**src/rtl/reseq_pkg.sv**
```systemverilog
package reseq_pkg;

  // Width of an index into n places, never less than one bit.
  function automatic int unsigned idx_bits(input int unsigned n);
    return (n > 1) ? $clog2(n) : 1;
  endfunction

endpackage

```
**src/rtl/reseq_slot_clock.sv**
```systemverilog
module reseq_slot_clock #(
  parameter int unsigned TS_W = 6
) (
  input  logic            clk,
  input  logic            rst,
  output logic [TS_W-1:0] now_o
);

  // Free-running local slot counter; wraps modulo 2^TS_W.
  always_ff @(posedge clk) begin
    if (rst) now_o <= '0;
    else     now_o <= now_o + 1'b1;
  end

endmodule

```
**src/rtl/reseq_alloc.sv**
```systemverilog
module reseq_alloc #(
  parameter int unsigned LANES = 3,
  parameter int unsigned DEPTH = 12,
  parameter int unsigned IDX_W = 4
) (
  input  logic [LANES-1:0]       req,
  input  logic [DEPTH-1:0]       free_i,
  output logic [LANES-1:0]       grant,
  output logic [LANES*IDX_W-1:0] slot_o,
  output logic                   drop
);

  logic [DEPTH-1:0] avail;
  logic [IDX_W-1:0] sel;
  logic             hit;

  // Lanes claim places one after another, lowest index first.
  always_comb begin
    avail  = free_i;
    grant  = '0;
    slot_o = '0;
    drop   = 1'b0;
    sel    = '0;
    hit    = 1'b0;
    for (int l = 0; l < LANES; l++) begin
      sel = '0;
      hit = 1'b0;
      for (int d = DEPTH - 1; d >= 0; d--) begin
        if (avail[d]) begin
          hit = 1'b1;
          sel = IDX_W'(d);
        end
      end
      if (req[l]) begin
        if (hit) begin
          grant[l]                   = 1'b1;
          slot_o[l*IDX_W +: IDX_W]   = sel;
          avail[sel]                 = 1'b0;
        end else begin
          drop = 1'b1;
        end
      end
    end
  end

endmodule

```
**src/rtl/reseq_store.sv**
```systemverilog
module reseq_store #(
  parameter int unsigned LANES  = 3,
  parameter int unsigned DEPTH  = 12,
  parameter int unsigned IDX_W  = 4,
  parameter int unsigned CELL_W = 16,
  parameter int unsigned TS_W   = 6
) (
  input  logic                    clk,
  input  logic                    rst,
  input  logic [LANES-1:0]        wr_en,
  input  logic [LANES*IDX_W-1:0]  wr_slot,
  input  logic [LANES*CELL_W-1:0] wr_cell,
  input  logic [LANES*TS_W-1:0]   wr_ts,
  input  logic                    rd_en,
  input  logic [IDX_W-1:0]        rd_slot,
  output logic [DEPTH-1:0]        held,
  output logic [DEPTH*TS_W-1:0]   ts_flat,
  output logic [CELL_W-1:0]       rd_cell,
  output logic [TS_W-1:0]         rd_ts
);

  logic [CELL_W-1:0] cell_arr [DEPTH];
  logic [TS_W-1:0]   ts_arr   [DEPTH];

  for (genvar d = 0; d < DEPTH; d++) begin : g_place
    logic              held_q;
    logic [CELL_W-1:0] cell_q;
    logic [TS_W-1:0]   ts_q;
    logic              fill;
    logic [CELL_W-1:0] cell_n;
    logic [TS_W-1:0]   ts_n;

    // Which lane, if any, writes this place in the current slot.
    always_comb begin
      fill   = 1'b0;
      cell_n = cell_q;
      ts_n   = ts_q;
      for (int l = 0; l < LANES; l++) begin
        if (wr_en[l] && (wr_slot[l*IDX_W +: IDX_W] == IDX_W'(d))) begin
          fill   = 1'b1;
          cell_n = wr_cell[l*CELL_W +: CELL_W];
          ts_n   = wr_ts[l*TS_W +: TS_W];
        end
      end
    end

    always_ff @(posedge clk) begin
      if (rst)                                    held_q <= 1'b0;
      else if (fill)                              held_q <= 1'b1;
      else if (rd_en && (rd_slot == IDX_W'(d)))   held_q <= 1'b0;
    end

    // Payload storage carries no reset.
    always_ff @(posedge clk) begin
      if (fill) begin
        cell_q <= cell_n;
        ts_q   <= ts_n;
      end
    end

    assign held[d]                  = held_q;
    assign cell_arr[d]              = cell_q;
    assign ts_arr[d]                = ts_q;
    assign ts_flat[d*TS_W +: TS_W]  = ts_q;
  end

  assign rd_cell = cell_arr[rd_slot];
  assign rd_ts   = ts_arr[rd_slot];

endmodule

```
**src/rtl/reseq_pick.sv**
```systemverilog
module reseq_pick #(
  parameter int unsigned DEPTH       = 12,
  parameter int unsigned IDX_W       = 4,
  parameter int unsigned TS_W        = 6,
  parameter int unsigned RELEASE_DLY = 12
) (
  input  logic [TS_W-1:0]       now_i,
  input  logic [DEPTH-1:0]      held,
  input  logic [DEPTH*TS_W-1:0] ts_flat,
  output logic                  found,
  output logic [IDX_W-1:0]      slot
);

  localparam logic [TS_W-1:0] DLY = TS_W'(RELEASE_DLY);

  logic [TS_W-1:0]  age [DEPTH];
  logic [DEPTH-1:0] ripe;
  logic [TS_W-1:0]  best;

  for (genvar d = 0; d < DEPTH; d++) begin : g_age
    assign age[d]  = now_i - ts_flat[d*TS_W +: TS_W];
    assign ripe[d] = held[d] && (age[d] >= DLY);
  end

  // Oldest eligible place wins; strict compare keeps the lowest index on ties.
  always_comb begin
    found = 1'b0;
    slot  = '0;
    best  = '0;
    for (int d = 0; d < DEPTH; d++) begin
      if (ripe[d] && (!found || (age[d] > best))) begin
        found = 1'b1;
        slot  = IDX_W'(d);
        best  = age[d];
      end
    end
  end

endmodule

```
**src/rtl/reseq_mux.sv**
```systemverilog
module reseq_mux #(
  parameter int unsigned NUM_LAYERS  = 3,
  parameter int unsigned NUM_PORTS   = 4,
  parameter int unsigned CELL_W      = 16,
  parameter int unsigned TS_W        = 6,
  parameter int unsigned RELEASE_DLY = NUM_PORTS * NUM_LAYERS
) (
  input  logic                         clk,
  input  logic                         rst,
  input  logic [NUM_LAYERS-1:0]        lane_valid,
  input  logic [NUM_LAYERS*CELL_W-1:0] lane_cell,
  input  logic [NUM_LAYERS*TS_W-1:0]   lane_ts,
  output logic                         out_valid,
  output logic [CELL_W-1:0]            out_cell,
  output logic [TS_W-1:0]              out_ts,
  output logic                         overflow
);

  localparam int unsigned DEPTH = NUM_PORTS * NUM_LAYERS;
  localparam int unsigned IDX_W = reseq_pkg::idx_bits(DEPTH);

  logic [TS_W-1:0]             now_q;
  logic [DEPTH-1:0]            occ;
  logic [DEPTH*TS_W-1:0]       ts_flat;
  logic [NUM_LAYERS-1:0]       grant;
  logic [NUM_LAYERS*IDX_W-1:0] wr_slot;
  logic                        drop;
  logic                        pick_found;
  logic [IDX_W-1:0]            pick_slot;
  logic [CELL_W-1:0]           rd_cell;
  logic [TS_W-1:0]             rd_ts;

  reseq_slot_clock #(.TS_W(TS_W)) u_clock (
    .clk   (clk),
    .rst   (rst),
    .now_o (now_q)
  );

  reseq_alloc #(.LANES(NUM_LAYERS), .DEPTH(DEPTH), .IDX_W(IDX_W)) u_alloc (
    .req    (lane_valid),
    .free_i (~occ),
    .grant  (grant),
    .slot_o (wr_slot),
    .drop   (drop)
  );

  reseq_store #(
    .LANES(NUM_LAYERS), .DEPTH(DEPTH), .IDX_W(IDX_W),
    .CELL_W(CELL_W), .TS_W(TS_W)
  ) u_store (
    .clk     (clk),
    .rst     (rst),
    .wr_en   (grant),
    .wr_slot (wr_slot),
    .wr_cell (lane_cell),
    .wr_ts   (lane_ts),
    .rd_en   (pick_found),
    .rd_slot (pick_slot),
    .held    (occ),
    .ts_flat (ts_flat),
    .rd_cell (rd_cell),
    .rd_ts   (rd_ts)
  );

  reseq_pick #(
    .DEPTH(DEPTH), .IDX_W(IDX_W), .TS_W(TS_W), .RELEASE_DLY(RELEASE_DLY)
  ) u_pick (
    .now_i   (now_q),
    .held    (occ),
    .ts_flat (ts_flat),
    .found   (pick_found),
    .slot    (pick_slot)
  );

  always_ff @(posedge clk) begin
    if (rst) begin
      out_valid <= 1'b0;
      overflow  <= 1'b0;
      out_cell  <= '0;
      out_ts    <= '0;
    end else begin
      out_valid <= pick_found;
      overflow  <= drop;
      if (pick_found) begin
        out_cell <= rd_cell;
        out_ts   <= rd_ts;
      end
    end
  end

endmodule

```
**config.mk**
```make
export PLATFORM = sky130hd
export DESIGN_NAME = reseq_mux
export DESIGN_NICKNAME = d
export VERILOG_FILES = /design/src/rtl/reseq_pkg.sv /design/src/rtl/reseq_slot_clock.sv /design/src/rtl/reseq_alloc.sv /design/src/rtl/reseq_store.sv /design/src/rtl/reseq_pick.sv /design/src/rtl/reseq_mux.sv
export SDC_FILE = /design/constraint.sdc
export NUM_CORES = 1
export LEC_CHECK = 0
export ABC_AREA = 1
export ABC_CLOCK_PERIOD_IN_PS = 18600
export BUFFER_PORTS_ARGS = -buffer_cell sky130_fd_sc_hd__buf_2
export CORE_AREA = 2 2 222 443
export DETAILED_ROUTE_END_ITERATION = 6
export DIE_AREA = 0 0 224 445
export GPL_TIMING_DRIVEN = 0
export REMOVE_ABC_BUFFERS = 1
export SETUP_SLACK_MARGIN = 0.3
export SLEW_MARGIN = 40
export SYNTH_ARGS = -nofsm -noshare
export SYNTH_HDL_FRONTEND = slang
export SYNTH_SLANG_ARGS = --single-unit
export TNS_END_PERCENT = 100
```
**constraint.sdc**
```tcl
create_clock -name clk -period 18.6 [get_ports clk]
set_input_delay 1.86 -clock clk [delete_from_list [all_inputs] [get_ports clk]]
set_output_delay 1.86 -clock clk [all_outputs]
set_load 0.03 [all_outputs]
```
-- Yosys cells after proc, flatten, opt, wreduce, memory -nomap -nowiden
Cells that the tools add are included.
- add/sub/neg operators: 13
- $lt $le $gt $ge: 28
- eq/ne operators: 44
- muxes and demuxes: 270
- bitwise operators: 6
- reductions and logical operators: 135
- operator list (cell ; count):
    two-way mux 16 bit ; 38
    two-way mux 6 bit ; 49
    two-way mux 4 bit ; 46
    two-way mux 1 bit ; 123
    logical AND 1 bit ; 73
    greater-or-equal comparator 6 x 4 -> 1 bit, second input constant ; 12
    subtractor 6 bit ; 12
    > comparator 6 bit ; 11
    binary-select mux 16 bit (select 4 bit) ; 1
    == test 4 x 3 -> 1 bit, second input constant ; 16
    == test 4 bit, second input constant ; 16
    two-way mux 12 bit ; 4
    NOT 12 bit ; 3
    nonzero test 3 bit ; 12
    == test 4 x 2 -> 1 bit, second input constant ; 8
    bitwise AND 12 bit ; 2
    binary-select mux 6 bit (select 4 bit) ; 1
    AND reduction 2 bit ; 12
    nonzero test 2 bit ; 12
    == test 4 x 1 -> 1 bit, second input constant ; 4
    zero test 4 bit ; 4
    two-way mux 3 bit ; 4
    zero test 1 bit ; 11
    logical OR 1 bit ; 11
    7 further kinds ; 11
- register bits: 306
- input port bits: 71
- output and inout port bits: 24
- word-level logic and storage cells: 537

-- Longest topological paths before layout
- word-level depth: 59
- gate-level depth with buffers: 133
- gate-level depth less buffers: 123

-- Hierarchy
A second synthesis with hierarchy kept.
- cell total of the unflattened synthesis: 3652
- area total of the unflattened synthesis: 24805.0 µm²
- by module, submodules not included (module ; times used ; cells an instance ; area each (µm²) ; seq. area each (µm²)):
    reseq_store ; 1 ; 2393 ; 17240.3 ; 8167.8
    reseq_pick ; 1 ; 896 ; 5411.4 ; 0.0
    reseq_mux ; 1 ; 158 ; 1028.5 ; 480.5
    reseq_alloc ; 1 ; 173 ; 879.6 ; 0.0
    reseq_slot_clock ; 1 ; 32 ; 245.2 ; 120.1

-- Worst setup path before layout
Ideal clock, no wire load.
- kind: reg-to-reg
- start: register u_clock.now_o[1]
- end: register u_store.g_place[0].held_q
- setup time: 0.120 ns
- data arrival time: 17.841 ns
- data required time: 18.480 ns
- path slack: 0.639 ns
- cell stages (with the launch flop): 124
- buffers on the path: 11
- clock period less this slack: 17.961 ns
- cell sequence: dfxtp_1 > inv_1 > fa_1 > o21ai_0 > xor2_1 > a21o_1 > nand2_1 > nand2_2 > nand2_1 > ha_1 > nand2_1 > nor2_1 > o21ai_0 > o211ai_1 > nand2_1 > nand2_1 > nand2_1 > buf_2 > [88 not listed] > nand3_1 > o21ai_0 > ha_1 > inv_1 > o21bai_1 > a21oi_1 > nor2_1 > o21a_1 > o21a_1 > o22ai_1 > nand2_1 > nand2_2 > nand3_1 > nor2_1 > clkbuf_1 > nand4_1 > a21oi_1 > nor2_1
- cells in the longest elaborated chain, start to end: 51
- elaborated cells between the ends (all ways): 117
- classes of those cells: add/sub (12); order compare (23); mux (34); reduce/logical (48)
- ends and longest elaborated chain (item ; RTL line ; source):
    from (decl) ; reseq_slot_clock.sv:6 ; output logic [TS_W-1:0] now_o
    from (signal assigned) ; reseq_slot_clock.sv:12 ; else now_o <= now_o + 1'b1;
    subtractor 6 bit ; reseq_pick.sv:21 ; assign age[d] = now_i - ts_flat[d*TS_W +: TS_W];
    greater-or-equal comparator 6 x 4 -> 1 bit ; reseq_pick.sv:22 ; assign ripe[d] = held[d] && (age[d] >= DLY);
    logical AND 1 bit ; reseq_pick.sv:22 ;
    two-way mux 6 bit or two-way mux 1 bit (tied branches) ; reseq_pick.sv:31 ; if (ripe[d] && (!found || (age[d] > best))) begin
    > comparator 6 bit or zero test 1 bit (tied branches) ; reseq_pick.sv:31 ;
    logical OR 1 bit ; reseq_pick.sv:31 ;
    logical AND 1 bit ; reseq_pick.sv:31 ;
    two-way mux 6 bit or two-way mux 1 bit (tied branches) ; reseq_pick.sv:31 ;
    [35 not listed] ; - ;
    two-way mux 6 bit or two-way mux 1 bit (tied branches) ; reseq_pick.sv:31 ;
    > comparator 6 bit or zero test 1 bit (tied branches) ; reseq_pick.sv:31 ;
    logical OR 1 bit ; reseq_pick.sv:31 ;
    logical AND 1 bit ; reseq_pick.sv:31 ;
    two-way mux 4 bit ; reseq_pick.sv:31 ;
    zero test 4 bit ; reseq_store.sv:50 ; else if (rd_en && (rd_slot == IDX_W'(d))) held_q <= 1'b0;
    logical AND 1 bit (*) ; reseq_store.sv:50 ;
    nonzero test 2 bit (no source line) (*) ; - ;
    to (signal assigned) ; reseq_store.sv:48 ; if (rst) held_q <= 1'b0;
    to (signal assigned) ; reseq_store.sv:49 ; else if (fill) held_q <= 1'b1;
    to (signal assigned) ; reseq_store.sv:50 ;
    to (decl) ; reseq_store.sv:26 ; logic held_q;
Mark *: on every way between the ends. The rest lies on a longest branch, timed or not.
A chain may end at the register's enable or synchronous reset.

-- Worst setup path after layout
- start: register u_clock.now_o[5]
- end: register out_ts[3]
- cells in the longest elaborated chain, start to end: 52
- elaborated cells between the ends (all ways): 118
- classes of those cells: add/sub (12); order compare (23); mux (37); bitwise (1); reduce/logical (45)
- ends and longest elaborated chain (item ; RTL line ; source):
    subtractor 6 bit ; reseq_pick.sv:21 ;
    greater-or-equal comparator 6 x 4 -> 1 bit ; reseq_pick.sv:22 ;
    logical AND 1 bit ; reseq_pick.sv:22 ;
    two-way mux 6 bit or two-way mux 1 bit (tied branches) ; reseq_pick.sv:31 ;
    > comparator 6 bit or zero test 1 bit (tied branches) ; reseq_pick.sv:31 ;
    logical OR 1 bit ; reseq_pick.sv:31 ;
    logical AND 1 bit ; reseq_pick.sv:31 ;
    two-way mux 6 bit or two-way mux 1 bit (tied branches) ; reseq_pick.sv:31 ;
    [35 not listed] ; - ;
    two-way mux 6 bit or two-way mux 1 bit (tied branches) ; reseq_pick.sv:31 ;
    > comparator 6 bit or zero test 1 bit (tied branches) ; reseq_pick.sv:31 ;
    logical OR 1 bit ; reseq_pick.sv:31 ;
    logical AND 1 bit ; reseq_pick.sv:31 ;
    two-way mux 4 bit ; reseq_pick.sv:31 ;
    NOT 4 -> 5 bit (not written as such) ; reseq_store.sv:68 ; assign rd_ts = ts_arr[rd_slot];
    binary-select mux 6 bit (select 4 bit) ; reseq_store.sv:68 ;
    two-way mux 6 bit (not written as such) (2 in a row) ; reseq_store.sv:68 ;
    to (signal assigned) ; reseq_mux.sv:86 ; out_ts <= rd_ts;
    to (decl) ; reseq_mux.sv:15 ; output logic [TS_W-1:0] out_ts,
Several ways; a longest one is shown, not always the timed one. The select of a mux whose other input is x is not followed.

==> key figures <==
Hold path
  • Hold WC Path Type: flip-flop to flip-flop
  • Hold path depth: 1

Clock network
  • CTS Root Cell: clkbuf_16
  • CTS buffer count: 26
  • Clk sink count: 306
  • Longest Clk Path Bufs: 3
  • Clock latency on the worst-skew pair: 0.58 ns
  • CTS H-tree lvls: 1
  • CTS tree: yes
  • Post-cts hold buffer count: 0
  • Worst-path clk slew: 0.07 ns

STA
  • # setup viols final: 0
  • Max-slew violations: 0
  • Post-route clock period utilization: 94.78%
  • Worst setup margin: 0.9700 ns
  • Worst Clk Skew: 0.02185 ns
  • Hold Fails Final Rpt: 0
  • Setup_tns: 0 ns
  • Highest Clock Rate: 0.05672 GHz
  • Min cycle time layout: between 15 and 20 ns
  • Max_slew headroom: 42.06%
  • Worst-margin pin slew: 0.8691 ns

Drt
  • Final WL: approximately 98000 µm
  • DRT iter0 DRCs: 1845
  • Wire per inst: roughly 21 µm
  • DRC: 0
  • Number of detailed-route iterations in the first pass: 7
  • Via count: 23600
  • Antenna Nets Post-Route: 0
  • Via density: 5.108

Cells and area
  • Layout Area Growth over Synthesis: 17.74%
  • Diodes inserted: 0
  • Total Nets Final: 3589
  • Core Util, Final: 29.33%
  • Share of layout cells above drive strength 1: 14.21%
  • # fillers: 10130

Setup path
  • CP Launch Type: flip-flop
  • R2r startpoint: u_clock.now_o[5]
  • Crit-path slowest cell: dfxtp_1
  • Worst reg2reg path endpoint: out_ts[3]
  • CP Data Arrival Time: around 18 ns
  • Slowest stage delay, CP: 0.77 ns
  • Nature of the critical path endpoint: flip-flop
  • Critical Path RT: 19.06 ns
  • R2r setup slk: 0.97 ns
  • Crit path capture: out_ts[3]
  • Worst-path maximum fanout: 13
  • Worst r2r path cells: 113
  • Worst Setup SP: u_clock.now_o[5]
  • CP dominant cell by count: nand2_1
  • Setup CP Type: flip-flop to flip-flop

Logic synthesis
  • Post-synth top area share: 33.13%
  • Async set or reset register ratio after synthesis: 0%
  • Synth area leaders: edfxtp_1, nand2_1, o21ai_0
  • Leading area contributor after synthesis: edfxtp_1
  • Syn Std Cell Area: 23930 µm²
  • EDFF count, synth: 264
  • Top FF cell, synth: edfxtp_1
  • Mapped Cells: 3356
  • YS warnings: 0
  • Sequential share of the synthesized area: 36.64%
  • Synth Register Bits: between 300 and 400
  • Yosys cell types: 52
  • Avg Inst Size Synth: between 7 and 8 µm²

Power
  • Tot Pwr: 0.004780 W
  • Maximum VDD drop: 0.0001059 V
  • P per Cell Area: 169.6 nW/µm²
  • LEAKAGE: 13.15 nW

GRT
  • Overall Global Routing Usage: a little under a fifth
  • Largest net degree at the start of global routing: 79
  • Vias in the first global route: 22440
  • Grt total ovfl: 0
  • Initial antenna violation count: 7
  • First-pass GRT wire length: 136200 µm

Floorplan
  • I/O Pins: 95
  • Starting Density: 24.91%
  • Floorplan core area: 96090 µm²
  • Row cnt: between 150 and 200
  • Chip Width: 224 µm
  • Die area: 99680 µm²
  • Die H: 445 µm

Placement
  • PortBufs: 94
  • Pre-CTS WS: -3.610 ns
  • DPL Wire Length: between 60000 and 70000 µm
  • Routability cong.: just over 0.9

Flow run
  • Max Cap Viol: 0

Status
  • Status: finished clean
==> Yosys cell counts (8+ instances only) <==
master,number
nand2_1,1229
o21ai_0,431
edfxtp_1,264
inv_1,231
nand3_1,200
o21ai_1,145
ha_1,127
clkbuf_1,126
nor2_1,103
a21oi_1,98
buf_2,69
dfxtp_1,42
xor2_1,40
a211oi_1,26
o21ai_2,26
buf_1,21
nand2_2,17
buf_4,12
fa_1,12
nand4_1,10
o21bai_1,10
xnor2_1,10
buf_6,9
o211ai_1,9
inv_2,8
==> critical path: cells and delay by family, from the launching register on <==
| family | cells | cell delay [ns] |
|---|---|---|
| adder cells (fa/ha/maj) | 11 | 3.20 |
| AO/OA/AOI/OAI | 41 | 5.74 |
| buffers and inverters | 10 | 1.48 |
| AND/OR/NAND/NOR | 49 | 5.38 |
| XOR/XNOR | 2 | 0.88 |
| flip-flops | 1 | 0.77 |
==> state kept, by name (all words and copies together) (netlist names) <==
name / cells
u_clock.now_o: 6
out_cell: 16
out_ts: 6
u_store.g_place.ts_q: 72
overflow: 1
u_store.g_place.held_q: 12
out_valid: 1
u_store.g_place.cell_q: 192
==> final cells by class <==
class,count,area [µm²],area share (%)
multi-input combinational,2585,13960,49.55
sequential,306,8782,31.17
timing repair buffer,218,2043,7.251
tap,1222,1529,5.426
inverter,240,964.7,3.423
clock buffer,33,728.2,2.584
clock inverter,14,151.4,0.5373
timing repair inverter,2,17.52,0.06216
==> cells by family (layout without fill, tap and decap cells) <==
family / after synthesis / after routing / synth area share, %
buf+inv: 477 / 507 / 8.313
fa+ha+maj: 139 / 139 / 7.644
compound gates: 773 / 776 / 17.45
simple gates: 1611 / 1620 / 28.13
xor+xnor: 50 / 50 / 1.830
flops: 306 / 306 / 36.64
==> how the worst min path moves through the flow <==
stage / startpoint / to / slack, ns
after global routing: u_clock.now_o[0] / u_clock.now_o[0] / 0.46
after CTS: u_clock.now_o[0] / u_clock.now_o[0] / 0.47
after floorplan: u_clock.now_o[0] / u_clock.now_o[0] / 0.43
after global placement: u_clock.now_o[0] / u_clock.now_o[0] / 0.46
final: u_clock.now_o[0] / u_clock.now_o[0] / 0.45
after detailed placement: u_clock.now_o[0] / u_clock.now_o[0] / 0.45
==> cells in the final DEF (no fill, tap or decap), types with 9 or more instances in the layout <==
cell       instances
nand2_2           31
o21bai_1          10
buf_4             73
inv_1            227
xnor2_1           10
a211oi_1          26
o211ai_1           9
fa_1              10
buf_12            16
buf_16            10
nor2_1            91
nand3_1          195
a21oi_1           89
nor2_2            13
a21oi_2           11
nand2_4           35
nand2_1         1192
dfxtp_1           37
xor2_1            40
ha_1             123
o21ai_0          386
o21ai_2           51
clkbuf_16         36
nand4_1           10
o21ai_1          160
edfxtp_1         264
buf_2            100
nand3_4            9
nor2_4            12
==> repair_timing <==
action	in CTS	in global routing
setup endpoints to repair	34	34
buffers inserted	23	57
gates cloned	10	17
pin swaps	9	46
resized for setup	47	131
==> per-layer routing <==
metal	global-route usage [%]	share of wire, %
met4	14.81	10
met2	33.83	51
met3	2.333	6.1
met1	17.86	33
met5	0	0.058
==> per-stage QoR <==
stage	cells	instance area [µm²]	hold slack (ns)
2_1_floorplan	3119	22840	0.4300
3_5_place_dp	4464	25590	0.4524
3_3_place_gp	4435	24840	0.4565
5_1_grt	4620	28180	0.4602
4_1_cts	4544	26990	0.4686
6_report	4620	28180	0.4519
==> report_power, final <==
part	switching [W]	total (W)	internal, W
clock network	0.000280	0.000600	0.000320
registers	0.0000470	0.000924	0.000877
logic	0.00209	0.00326	0.00116
total	0.00242	0.00478	0.00236
No activity file was read; power rests on OpenSTA's default activity.
